## src/rtl/nsg_pkg.sv

```systemverilog
package nsg_pkg;
  localparam int WORK_INT  = 3;
  localparam int WORK_FRAC = 17;
  localparam int WORK_W    = WORK_INT + WORK_FRAC;

  typedef enum logic {
    MODE_RSQRT = 1'b0,
    MODE_RECIP = 1'b1
  } norm_mode_e;
endpackage

```

## src/rtl/nsg_lead_one.sv

```systemverilog
module nsg_lead_one #(
  parameter int W   = 16,
  parameter int IXW = (W > 1) ? $clog2(W) : 1
) (
  input  logic [W-1:0]   vec,
  output logic [IXW-1:0] idx,
  output logic           found
);
  // Highest set bit wins: later iterations overwrite earlier ones.
  always_comb begin
    idx   = '0;
    found = 1'b0;
    for (int i = 0; i < W; i++) begin
      if (vec[i]) begin
        idx   = IXW'(i);
        found = 1'b1;
      end
    end
  end
endmodule

```

## src/rtl/nsg_exp_calc.sv

```systemverilog
module nsg_exp_calc
  import nsg_pkg::*;
#(
  parameter int W   = 16,
  parameter int F   = 16,
  parameter int IXW = 4,
  parameter int SAW = 6,
  parameter int DAW = 6
) (
  input  logic [IXW-1:0] idx,
  input  logic           found,
  input  norm_mode_e     mode,
  output logic [SAW-1:0] sc_amt,
  output logic           sc_left,
  output logic [DAW-1:0] ds_amt,
  output logic           ds_left
);
  localparam int EW = $clog2(W + F + WORK_W + 1) + 2;
  // Offset between the operand LSB weight and the working-format LSB weight.
  localparam logic signed [EW-1:0] LSB_OFS = EW'(WORK_FRAC - F);
  localparam logic signed [EW-1:0] F_S     = EW'(F);

  logic signed [EW-1:0] pos, pev, sexp, sabs, dmag, dabs;

  always_comb begin
    pos  = $signed({{(EW-IXW){1'b0}}, idx}) - F_S;
    // Square-root mode: round down to even (clear LSB in two's complement).
    pev  = (mode == MODE_RECIP) ? pos : (pos & ~EW'(1));
    sexp = LSB_OFS - pev;
    sabs = sexp[EW-1] ? -sexp : sexp;
    dmag = (mode == MODE_RECIP) ? pev : (pev >>> 1);
    dabs = dmag[EW-1] ? -dmag : dmag;
    if (found) begin
      sc_left = ~sexp[EW-1];
      sc_amt  = SAW'(sabs);
      ds_left = pos[EW-1];
      ds_amt  = DAW'(dabs);
    end else begin
      sc_left = 1'b0;
      sc_amt  = '0;
      ds_left = 1'b0;
      ds_amt  = '0;
    end
  end
endmodule

```

## src/rtl/nsg_barrel.sv

```systemverilog
module nsg_barrel #(
  parameter int DW = 20,
  parameter int AW = 5
) (
  input  logic [DW-1:0] din,
  input  logic [AW-1:0] amt,
  input  logic          left,
  output logic [DW-1:0] dout
);
  logic [DW-1:0] stg [0:AW];

  assign stg[0] = din;

  for (genvar g = 0; g < AW; g++) begin : g_stage
    assign stg[g+1] = amt[g] ? (left ? (stg[g] << (2**g)) : (stg[g] >> (2**g)))
                             : stg[g];
  end

  assign dout = stg[AW];
endmodule

```

## src/rtl/norm_shift_gen.sv

```systemverilog
module norm_shift_gen
  import nsg_pkg::*;
#(
  parameter int W   = 16,
  parameter int F   = 16,
  parameter int DAW = $clog2(W + F + 1)
) (
  input  logic              clk,
  input  logic              rst,
  input  logic [W-1:0]      op_in,
  input  logic              mode_rec,
  input  logic [WORK_W-1:0] kres_in,
  input  logic [DAW-1:0]    kres_amt,
  input  logic              kres_left,
  output logic [WORK_W-1:0] scaled_out,
  output logic [DAW-1:0]    dsc_amt,
  output logic              dsc_left,
  output logic              zero_op,
  output logic [WORK_W-1:0] kres_out
);
  localparam int IXW = (W > 1) ? $clog2(W) : 1;
  localparam int XW  = W + WORK_W;
  localparam int SAW = $clog2(XW + 1);

  logic [IXW-1:0]    lead_idx;
  logic              lead_found;
  logic [SAW-1:0]    sc_amt;
  logic              sc_left;
  logic [DAW-1:0]    ds_amt;
  logic              ds_left;
  logic [XW-1:0]     sc_wide;
  logic [WORK_W-1:0] kres_sh;
  norm_mode_e        mode;

  assign mode = norm_mode_e'(mode_rec);

  nsg_lead_one #(.W(W), .IXW(IXW)) u_lead (
    .vec   (op_in),
    .idx   (lead_idx),
    .found (lead_found)
  );

  nsg_exp_calc #(.W(W), .F(F), .IXW(IXW), .SAW(SAW), .DAW(DAW)) u_exp (
    .idx     (lead_idx),
    .found   (lead_found),
    .mode    (mode),
    .sc_amt  (sc_amt),
    .sc_left (sc_left),
    .ds_amt  (ds_amt),
    .ds_left (ds_left)
  );

  nsg_barrel #(.DW(XW), .AW(SAW)) u_scale_sh (
    .din  ({{WORK_W{1'b0}}, op_in}),
    .amt  (sc_amt),
    .left (sc_left),
    .dout (sc_wide)
  );

  nsg_barrel #(.DW(WORK_W), .AW(DAW)) u_descale_sh (
    .din  (kres_in),
    .amt  (kres_amt),
    .left (kres_left),
    .dout (kres_sh)
  );

  always_ff @(posedge clk) begin
    if (rst) begin
      scaled_out <= '0;
      dsc_amt    <= '0;
      dsc_left   <= 1'b0;
      zero_op    <= 1'b0;
      kres_out   <= '0;
    end else begin
      scaled_out <= sc_wide[WORK_W-1:0];
      dsc_amt    <= ds_amt;
      dsc_left   <= ds_left;
      zero_op    <= ~lead_found;
      kres_out   <= kres_sh;
    end
  end
endmodule

```

## config.mk

```make
export PLATFORM = sky130hd
export DESIGN_NAME = norm_shift_gen
export DESIGN_NICKNAME = d
export VERILOG_FILES = /design/src/rtl/nsg_pkg.sv /design/src/rtl/nsg_lead_one.sv /design/src/rtl/nsg_exp_calc.sv /design/src/rtl/nsg_barrel.sv /design/src/rtl/norm_shift_gen.sv
export SDC_FILE = /design/constraint.sdc
export NUM_CORES = 1
export LEC_CHECK = 0
export BUFFER_PORTS_ARGS = -buffer_cell sky130_fd_sc_hd__buf_2
export CAP_MARGIN = 20
export CORE_MARGIN = 1
export CORE_UTILIZATION = 48
export DETAILED_ROUTE_END_ITERATION = 7
export GPL_ROUTABILITY_DRIVEN = 0
export PLACE_DENSITY = 0.74
export SLEW_MARGIN = 25
export SYNTH_ARGS = -nofsm -noshare
export SYNTH_HDL_FRONTEND = slang
export SYNTH_SLANG_ARGS = --single-unit
```

## constraint.sdc

```tcl
create_clock -name clk -period 7.5 [get_ports clk]
set_input_delay 0.375 -clock clk [delete_from_list [all_inputs] [get_ports clk]]
set_output_delay 0.375 -clock clk [all_outputs]
set_load 0.1 [all_outputs]
```

# Yosys cells after proc, flatten, opt, wreduce, memory -nomap -nowiden
# Index checks and enable logic that the tools add are counted.
# totals
ff_bits	48
elab_cells	72
output_inout_bits	48
in_bits	46
# classes
muxes	59
bitwise	2
reduce_logical	2
add_sub_neg	4
# op_table
operator	n
$mux 36	9
$mux 20	11
$mux 4	9
$mux 1	19
$mux 6	3
$mux 17	1
$mux 3	4
$neg 6->6	2
$sub 2x6->7 const A	1
$sub 4x5->6 const B	1
$mux 5	1
$mux 2	2
$reduce_or 2->1	2
$not 1->1	2

# Depth between registers and ports, before layout
# Gate-level depths: netlist of the first run.
# depth
depth_word	32
depth_mapped	16
mapped_depth_nobuf	11

# Modules after synthesis
# From an unflattened synthesis of the first run, not the netlist that was laid out.
# unflattened
cells_unflattened	1207
hier_area_um2	8692.1
# modules_own_cells
mod	seq_area_each_um2	cells_per_inst	instances	area_each_um2
nsg_barrel at u_scale_sh	0.0	727	1	4832.1
nsg_barrel at u_descale_sh	0.0	318	1	2164.6
norm_shift_gen	960.9	102	1	1306.3
nsg_exp_calc	0.0	31	1	227.7
nsg_lead_one	0.0	29	1	161.4

# Worst setup path before layout of the first run
# OpenSTA, ideal clock, no wires.
# synth_timing
kind	input to register
from	in op_in[12]
to	reg scaled_out[17]
n_path_buf	7
arrival_ns	3.112
t_required_ns	7.377
stages	15
slack_ns	4.265
setup_ns	0.123
cell_sequence	clkbuf_1 -> o31ai_1 -> a21o_1 -> buf_2 -> inv_1 -> buf_2 -> buf_1 -> ha_1 -> clkbuf_2 -> and2_1 -> buf_2 -> buf_1 -> nor3_1 -> a21oi_1 -> o22ai_1
# synth_via
elab_chain_len	20
elab_cells_between_ends	27
cone_classes	add/sub (3); mux (23); bitwise (1)
# synth_lines
element	line_no	text
from (decl)	norm_shift_gen.sv:10	input logic [W-1:0] op_in,
$mux 4 (4 in a row)	nsg_lead_one.sv:14	if (vec[i]) begin
$sub 4x5->6	nsg_exp_calc.sv:26	pos = $signed({{(EW-IXW){1'b0}}, idx}) - F_S;
$mux 1	nsg_exp_calc.sv:28	pev = (mode == MODE_RECIP) ? pos : (pos & ~EW'(1));
$sub 2x6->7	nsg_exp_calc.sv:29	sexp = LSB_OFS - pev;
$neg 6->6 / $not 1->1 (equally long branches)	nsg_exp_calc.sv:30, nsg_exp_calc.sv:34	
$mux 6 / $mux 1 (equally long branches)	nsg_exp_calc.sv:30, nsg_exp_calc.sv:33	
$mux 6 / $mux 17 (equally long branches)	nsg_exp_calc.sv:33, nsg_barrel.sv:15	
$mux 36 (9 in a row)	nsg_barrel.sv:15	assign stg[g+1] = amt[g] ? (left ? (stg[g] << (2**g)) : (stg[g] >> (2**g)))
$mux 20 *	nsg_barrel.sv:15	
to (signal assigned)	norm_shift_gen.sv:75	scaled_out <= sc_wide[WORK_W-1:0];
to (decl)	norm_shift_gen.sv:15	output logic [WORK_W-1:0] scaled_out,
# Every way passes the cells marked *; elsewhere a longest branch is shown, timed or not.
# A chain may end at the register's enable or synchronous reset.

# Worst setup path after layout of the first run
# layout_timing
from	in op_in[11]
to	reg scaled_out[14]
# layout_via
elab_chain_len	21
elab_cells_between_ends	29
cone_classes	add/sub (3); mux (25); bitwise (1)
# layout_lines
element	line_no
$mux 4 (5 in a row)	nsg_lead_one.sv:14
$sub 4x5->6	nsg_exp_calc.sv:26
$mux 1	nsg_exp_calc.sv:28
$sub 2x6->7	nsg_exp_calc.sv:29
$neg 6->6 / $not 1->1 (equally long branches)	nsg_exp_calc.sv:30, nsg_exp_calc.sv:34
$mux 6 / $mux 1 (equally long branches)	nsg_exp_calc.sv:30, nsg_exp_calc.sv:33
$mux 6 / $mux 17 (equally long branches)	nsg_exp_calc.sv:33, nsg_barrel.sv:15
$mux 36 (9 in a row)	nsg_barrel.sv:15
$mux 20 *	nsg_barrel.sv:15
# Marked as above.

==> results.json, run 1 <==
{
  "status": "finished with violations",
  "violations": "design-rule violations",
  "boundaryPins": 94,
  "worst-endpoint-arrival_ps": 4450,
  "yosys_register_bits": 47,
  "layout-drive-gt1-share_pct": 21.5,
  "route.detailed.wl_per_inst_um": 16.5,
  "yosysTopAreaCellShare_pct": 23.3,
  "worstPathRequired_ps": 7740,
  "dieWidth_um": 93.8,
  "switchingPower_w": 0.000364,
  "setup-tns-final_ps": 0,
  "mapped_nets": 602,
  "synth.area.top_cells": "dfxtp_1 (23%), mux2i_1 (11%), a21oi_1 (8.4%)",
  "layout_worst_path_cycle_share_pct": 56.2,
  "yosys-top-cells-count": "nor2_1 (69), a21oi_1 (68), nand2_1 (51)",
  "maxCapViolCount": 0,
  "syn_area_per_cell_um2": 7.30,
  "tritoncts": "built",
  "dp_hpwl_mm": 8.81,
  "slew_headroom_pct": 39.8,
  "synth.distinct_cells": 65,
  "antenna_found_initial": 0,
  "p_leak_nw": 2.03,
  "drt-initial-drc-count": 579,
  "cts_num_sinks": 47,
  "clockBufferDepth": 2,
  "yosysWarnings": 0,
  "power.density_mw_per_mm2": 180,
  "final_design_area_no_fill_mm2": 0.00456,
  "crit_family": "compound AO/OA/AOI/OAI gates",
  "edff_count_synth": 0,
  "placed_cells": 705,
  "post_drt_via_cell_ratio": 6.28,
  "power_frac_clock_pct": 24.4,
  "path_cells": "buf_2 -> nor2_1 -> o31ai_1 -> a21o_1 -> inv_1 -> ha_1 -> and2_1 -> mux4_2 -> o221ai_2",
  "critical_path.max_fanout": 25,
  "cts-root-buf": "clkbuf_8",
  "rsz_0062_raised_after_global_routing": "false",
  "core_area_mm2": 0.00818,
  "power.sequential.fraction_pct": 32.5,
  "initial_utilization_pct": 49.5,
  "wire_length_of_the_first_global_routing_pass_mm": 18.8,
  "detail-route-antenna-nets": 0,
  "drt_pass1_iterations": 7,
  "grt_pass1_vias": 3675,
  "fp.dieArea_mm2": 0.00880,
  "timing.setup.critical_path_class": "input port to flop",
  "synth_seq_area_share_pct": 23.3,
  "timing_hold_violations_final": 0,
  "route.final.wire_length_mm": 11.8,
  "final_cells": 713,
  "final_critical_delay_including_setup_and_external_delays_ps": 4210,
  "clock.fmax_mhz": 237,
  "post_cts.repair.setup_buffers": 0,
  "cell_with_the_most_instances_after_synthesis": "nor2_1",
  "hold_buffers": 0,
  "postSynth.asyncResetShare_pct": 0,
  "nNetsFinal": 655,
  "global_route.usage.met3_pct": 4.29,
  "io_buffer_count": 92,
  "syn-instance-count": 554,
  "global_route.usage.met1_pct": 41.9,
  "flip_flop_cell_with_the_highest_count_after_synthesis": "dfxtp_1",
  "ctsResizeCount": 0,
  "finalMaxSlewViolations": 0,
  "placementRows": 33,
  "worst_pin_slew_ps": 903,
  "dominant_cell_type_by_area_after_synthesis": "dfxtp_1",
  "grt_max_degree": 70,
  "power.internal_w": 0.000458,
  "critical_path.startpoint_type": "input port",
  "power.ir.vdd_worst_uv": 73.9,
  "remaining_drc_errors": 1,
  "critPathBufInv": 2,
  "layout-area-overhead-vs-synth_pct": 12.8,
  "worst_setup_hold_path_clk_slew_ps": 110,
  "timing.critical_path.slowest_stage_cell": "a21o_1",
  "globalRoute.busiestLayer": "met1",
  "worst_hold_path_type": "input port to flop",
  "p_sw_share_pct": 44.2,
  "htreeDepth": 2,
  "setup_viol": 0,
  "via_count": 4479,
  "globalRouteOverflowTotal": 0,
  "global_route.usage.total_pct": 26.6,
  "p_comb_share_pct": 43.0,
  "clock_buffers_created_by_tritoncts": 5,
  "worst_path_max_stage_delay_ps": 730,
  "grt_use_met2_pct": 36.4,
  "postPlaceCellArea_mm2": 0.00445,
  "post_synth_instance_area_mm2": 0.00405,
  "die_y_um": 93.8,
  "antenna-diode-count": 0,
  "worst_setup_path_end_kind": "flop"
}
[final timing paths]
path                  startpoint                        end  slack, ps  cells after the start
worst max-delay path   op_in[11]  scaled_out[14]$_SDFF_PP0_       3290                      9
worst min-delay path         rst  scaled_out[16]$_SDFF_PP0_        390                      2
[power groups by stage]
stage	sequential (W)	clock, W	combinational (W)
6_report	0.000267	0.000201	0.000354
5_1_grt	0.000269	0.000211	0.000377
4_1_cts	0.000268	0.000202	0.000348
3_5_place_dp	0.000274	0	0.000346
3_3_place_gp	0.000273	0	0.000342
2_1_floorplan	0.000381	0	0.000170
[cells in the final DEF (no fill, tap or decap), types with 9 or more instances in the layout]
cell / netlist / final
a211oi_1: 17 / 17
mux2i_1: 45 / 45
buf_2: 8 / 92
dfxtp_1: 47 / 47
nor2_1: 69 / 69
nand2b_1: 9 / 9
a21oi_1: 68 / 68
o21ai_0: 31 / 31
mux2_2: 11 / 11
o211ai_1: 9 / 9
inv_1: 10 / 10
nor3_1: 19 / 19
nand2_1: 51 / 51
nand3_1: 10 / 10
[logic make-up (layout without fill, tap and decap cells)]
| logic type | count (synthesis) | count (layout) | synth area share, % |
|---|---|---|---|
| AOI/OAI and AO/OA | 193 | 193 | 31.0 |
| xor gates and xnor gates | 1 | 1 | 0.216 |
| adders and majority gates | 2 | 2 | 0.618 |
| buffers and inverters | 60 | 114 | 6.21 |
| DFF | 47 | 47 | 23.3 |
| muxes | 62 | 62 | 17.3 |
| other | 1 | 1 | 0.0927 |
| and+or+nand+nor | 188 | 188 | 21.3 |
[flip-flops by register name (all words and copies together) (netlist names)]
signal	count
kres_out	20
dsc_left	1
scaled_out	20
zero_op	1
dsc_amt	5
[metrics by stage]
step,worst slack [ps],hold WS [ps],total power [W],utilization [%]
after floorplan,4260,584,0.000551,-
after global placement,3190,712,0.000616,54.4
after detailed placement,3020,728,0.000620,54.4
after CTS,3340,384,0.000818,55.8
after global routing,2990,407,0.000857,55.8
final,3290,392,0.000822,55.8
[cell type report]
type                            instances  area, um2
Clock inverter                          3       47.5
Inverter                               12       45.0
Clock buffer                            5       68.8
Tap cell                              105        131
Fill cell                             817       3610
Sequential cell                        47        941
Timing Repair Buffer                   94        475
Multi-Input combinational cell        447       2850
[routing by layer]
metal / wire length [um] / vias to the layer above
met5: 0 / -
met2: 4810 / 262
li1: - / 2148
met1: 5710 / 2053
met3: 1150 / 16
met4: 114 / 0
No activity file was read; power rests on OpenSTA's default activity.
==> run 2: changes to the inputs <==
==> constraint.sdc (replaced) <==
create_clock -name clk -period 4.3 [get_ports clk]
set_input_delay 0.215 -clock clk [delete_from_list [all_inputs] [get_ports clk]]
set_output_delay 0.215 -clock clk [all_outputs]
set_load 0.1 [all_outputs]
==> run 2 against run 1 <==
Effect of this change: the flow still finishes with violations (design-rule violations); design area grew 0.66%; highest routed layer unchanged; non-clock buffer count grew 4; routed wire length shrank 1.1%; combinational power grew 75%; setup slack lost 2100 ps; sequential cell count is the same; sequential power grew 75%.
==> results.json, run 2 (same netlist as run 1, synthesis figures left out) <==
{
  "register_area_um2": 941,
  "power.ir.vdd_worst_uv": 118,
  "fill_cells": 819,
  "top_regs": "kres_out x20, scaled_out x20, dsc_amt x5",
  "p_sw_share_pct": 44.0,
  "placementRows": 33,
  "htreeDepth": 2,
  "cts_num_sinks": 47,
  "post_cts.repair.setup_buffers": 0,
  "hold_buffers": 0,
  "status": "finished with violations",
  "nNetsFinal": 659,
  "worst-endpoint-arrival_ps": 3380,
  "layout_worst_path_cycle_share_pct": 73.0,
  "critical_path.startpoint_type": "input port",
  "route.final.wire_length_mm": 11.7,
  "final_critical_delay_including_setup_and_external_delays_ps": 3140,
  "boundaryPins": 94,
  "worst_hold_path_type": "input port to flop",
  "wire_length_of_the_first_global_routing_pass_mm": 19.1,
  "slew_headroom_pct": 39.0,
  "dp_hpwl_mm": 8.73,
  "setup_viol": 0,
  "tritoncts": "built",
  "worst_pin_slew_ps": 914,
  "antenna_found_initial": 0,
  "worst_setup_hold_path_clk_slew_ps": 100,
  "p_leak_nw": 2.05,
  "power.internal_w": 0.000801,
  "layout-drive-gt1-share_pct": 22.1,
  "fp.dieArea_mm2": 0.00880,
  "core_area_mm2": 0.00818,
  "dieWidth_um": 93.8,
  "power.density_mw_per_mm2": 312,
  "layout-area-overhead-vs-synth_pct": 13.5,
  "worstPathRequired_ps": 4540,
  "detail-route-antenna-nets": 0,
  "timing_hold_violations_final": 0,
  "maxCapViolCount": 0,
  "clock_buffers_created_by_tritoncts": 5,
  "clockBufferDepth": 2,
  "finalMaxSlewViolations": 0,
  "finalPower_w": 0.00143,
  "via_count": 4456,
  "power_frac_clock_pct": 24.2,
  "p_comb_share_pct": 43.3,
  "ctsResizeCount": 0,
  "multi_input_area_mm2": 0.00285,
  "timing.setup.critical_path_class": "input port to flop",
  "antenna-diode-count": 0,
  "critical_path.max_fanout": 25,
  "power.sequential.fraction_pct": 32.5,
  "layout_common_cells": "buf_2 (92), nor2_1 (69), a21oi_1 (68), nand2_1 (51), dfxtp_1 (47)",
  "die_y_um": 93.8,
  "cts-root-buf": "clkbuf_8",
  "drt-initial-drc-count": 556,
  "setup-tns-final_ps": 0,
  "initial_utilization_pct": 49.5,
  "remaining_drc_errors": 1,
  "rsz_0062_raised_after_global_routing": "false",
  "grt_max_degree": 47,
  "worst_setup_path_end_kind": "flop",
  "io_buffer_count": 92,
  "globalRouteOverflowTotal": 0,
  "grt_pass1_vias": 3758,
  "final_common_cell": "buf_2",
  "violations": "design-rule violations",
  "post_drt_via_cell_ratio": 6.21,
  "drt_pass1_iterations": 7,
  "switchingPower_w": 0.000630,
  "clock.fmax_mhz": 319,
  "route.detailed.wl_per_inst_um": 16.3,
  "global_route.usage.total_pct": 26.9
}
[run 2: path summary, 6_finish.rpt]
kind	endpoint	slack, ps	cells past startpoint	from
worst max-delay path	scaled_out[14]$_SDFF_PP0_	1160	10	op_in[11]
worst min-delay path	zero_op$_SDFF_PP0_	250	2	rst
[run 2: power groups by stage]
| stage | sequential [W] | clock, W | combinational (W) |
|---|---|---|---|
| 2_1_floorplan | 0.000665 | 0 | 0.000296 |
| 3_3_place_gp | 0.000476 | 0 | 0.000599 |
| 3_5_place_dp | 0.000476 | 0 | 0.000605 |
| 4_1_cts | 0.000466 | 0.000347 | 0.000609 |
| 5_1_grt | 0.000469 | 0.000364 | 0.000661 |
| 6_report | 0.000466 | 0.000346 | 0.000619 |
[run 2: stage by stage]
step | setup slack, ps | hold slack (ps) | cell area, um2 | instances | util, %
after detailed placement | 876 | 546 | 4480 | 709 | 54.8
after floorplan | 1220 | 424 | 4050 | 554 | -
final | 1160 | 246 | 4590 | 717 | 56.2
after global placement | 1040 | 548 | 4480 | 709 | 54.8
after CTS | 1180 | 233 | 4590 | 717 | 56.2
after global routing | 974 | 287 | 4590 | 717 | 56.2
[run 2: layout make-up]
class	instances	share of cell area [%]
flip-flops and latches	47	20.5
well taps	105	2.86
inverters	12	0.981
multi-input cells	447	62.1
repair buffers	98	11.0
clock inverters	3	1.04
clock buffers	5	1.50
[run 2: layer usage]
layer / track usage (%) / vias up / routed length [um]
li1: - / 2154 / -
met1: 42.7 / 1982 / 5460
met2: 35.6 / 301 / 4690
met3: 5.42 / 19 / 1400
met4: 6.92 / 0 / 112
met5: 0 / - / 0
[run 2: worst max-delay path: stages]
cell,delay [ps]
buf_2,180
nor2_1,60
o31ai_1,450
a21o_1,140
buf_4,300
inv_1,100
ha_1,440
and2_1,670
mux4_2,620
o221ai_2,190
==> run 3: changes to the inputs <==
--- a/config.mk
+++ b/config.mk
@@ -11,7 +11,7 @@
 export CORE_UTILIZATION = 48
 export DETAILED_ROUTE_END_ITERATION = 7
 export GPL_ROUTABILITY_DRIVEN = 0
-export PLACE_DENSITY = 0.74
+export PLACE_DENSITY = 0.77
 export SLEW_MARGIN = 25
 export SYNTH_ARGS = -nofsm -noshare
 export SYNTH_HDL_FRONTEND = slang
==> constraint.sdc (replaced) <==
create_clock -name clk -period 2.75 [get_ports clk]
set_input_delay 0.1375 -clock clk [delete_from_list [all_inputs] [get_ports clk]]
set_output_delay 0.1375 -clock clk [all_outputs]
set_load 0.1 [all_outputs]
==> run 3 against run 2 <==
Effect of this change: clock-buffer cell count stayed put; global-route usage grew 0.21 points; sequential cell count unchanged; highest routed layer unchanged; routed wire length up 2.4%; die area is the same; utilization increased by 1.3 points; the run still ends with design-rule violations left; sequential power is 56% higher; critical endpoint is now scaled_out[16]$_SDFF_PP0_; critical path type unchanged; setup slack worse by 710 ps; critical path depth fell by 1; via count is 2.8% higher; power up 57%.
==> results.json, run 3 (same netlist as run 1, synthesis figures left out) <==
{
  "setup_viol": 0,
  "setup-tns-final_ps": 0,
  "dieWidth_um": 93.8,
  "dp_hpwl_mm": 8.97,
  "crit_start": "op_in[15]",
  "worst_setup_hold_path_clk_slew_ps": 100,
  "route.final.wire_length_mm": 11.9,
  "htreeDepth": 2,
  "timing.setup.critical_path_class": "input port to flop",
  "power.ir.vdd_worst_uv": 219,
  "status": "finished with violations",
  "setup_ws_ps": 449,
  "nNetsFinal": 672,
  "finalMaxSlewViolations": 0,
  "worst_hold_path_type": "input port to flop",
  "critical_path.startpoint_type": "input port",
  "cts_num_sinks": 47,
  "post_cts.repair.setup_buffers": 0,
  "final_critical_delay_including_setup_and_external_delays_ps": 2300,
  "clockBufferDepth": 2,
  "finalHoldWorstSlack_ps": 163,
  "via_count": 4579,
  "antenna-diode-count": 0,
  "maxCapViolCount": 0,
  "core_area_mm2": 0.00818,
  "initial_utilization_pct": 49.5,
  "post_drt_via_cell_ratio": 6.27,
  "worst_pin_slew_ps": 729,
  "antenna_found_initial": 0,
  "power.density_mw_per_mm2": 478,
  "grt_max_degree": 38,
  "clock.fmax_mhz": 435,
  "io_buffer_count": 92,
  "detail-route-antenna-nets": 0,
  "route.detailed.wl_per_inst_um": 16.4,
  "final_common_cell": "buf_2",
  "tritoncts": "built",
  "layout-area-overhead-vs-synth_pct": 16.2,
  "timing_hold_violations_final": 0,
  "global_route.usage.total_pct": 27.1,
  "worst_path_max_stage_delay_ps": 470,
  "drt_pass1_iterations": 8,
  "boundaryPins": 94,
  "critical_path.max_fanout": 8,
  "globalRouteOverflowTotal": 0,
  "ctsResizeCount": 0,
  "placementRows": 33,
  "cts-root-buf": "clkbuf_8",
  "layout_worst_path_cycle_share_pct": 83.7,
  "timing.critical_path.slowest_stage_cell": "nor4_1",
  "p_leak_nw": 2.12,
  "path_cells": "buf_2 -> nor4_1 -> nand2_1 -> nor4_4 -> and3b_1 -> a21oi_1 -> o211ai_1 -> a31oi_1 -> a2111oi_1",
  "grt_pass1_vias": 3990,
  "worst-endpoint-arrival_ps": 2490,
  "layout-drive-gt1-share_pct": 23.8,
  "die_y_um": 93.8,
  "min_from": "rst",
  "clock_buffers_created_by_tritoncts": 5,
  "wire_length_of_the_first_global_routing_pass_mm": 19.4,
  "drt-initial-drc-count": 576,
  "hold_buffers": 0,
  "worstPathRequired_ps": 2940,
  "slew_headroom_pct": 51.1,
  "top_regs": "kres_out x20, scaled_out x20, dsc_amt x5",
  "remaining_drc_errors": 2,
  "fp.dieArea_mm2": 0.00880,
  "pre_cts_ws_ps": 192,
  "violations": "design-rule violations",
  "rsz_0062_raised_after_global_routing": "false",
  "worst_setup_path_end_kind": "flop",
  "layout_common_cells": "buf_2 (92), nor2_1 (69), a21oi_1 (68), nand2_1 (51), dfxtp_1 (47)"
}
[run 3: per-stage QoR]
step	instance area, um2	std cells	utilization [%]	total power, W
after detailed placement	4590	722	56.1	0.00171
after global placement	4590	722	56.1	0.00170
after floorplan	4060	554	-	0.00151
final	4700	730	57.5	0.00225
after CTS	4700	730	57.5	0.00223
after global routing	4700	730	57.5	0.00234
[run 3: path summary, 6_finish.rpt]
| kind | end | slack, ps | cells past startpoint |
|---|---|---|---|
| setup / recovery | scaled_out[16]$_SDFF_PP0_ | 450 | 9 |
| hold / removal | zero_op$_SDFF_PP0_ | 160 | 2 |
[run 3: cell type report]
cell class                 instances  area (um2)
clock buffer                       5        68.8
fill                             776        3470
timing repair buffer             111         603
sequential                        47         941
clock inverter                     3        43.8
tap                              105         131
multi-input combinational        447        2870
inverter                          12        45.0
[run 3: power breakdown]
| part | internal (W) | switching, W | leakage, nW |
|---|---|---|---|
| registers | 0.000720 | 0.00000914 | 0.385 |
| clock network | 0.000271 | 0.000257 | 0.0581 |
| logic | 0.000272 | 0.000716 | 1.67 |
| total | 0.00126 | 0.000982 | 2.12 |
[run 3: worst max-delay path: cells and delay by family]
family | cells | cell delay (ps)
AOI/OAI and AO/OA | 4 | 730
buffers and inverters | 1 | 150
and+or+nand+nor | 4 | 1460
[run 3: layer usage]
layer / part of all wire, % / GRT usage, % / vias to the layer above
met5: 0 / 0 / -
met4: 1.5 / 8.46 / 0
met1: 45 / 39.6 / 2062
met2: 44 / 39.6 / 300
li1: - / - / 2191
met3: 9.6 / 5.18 / 26
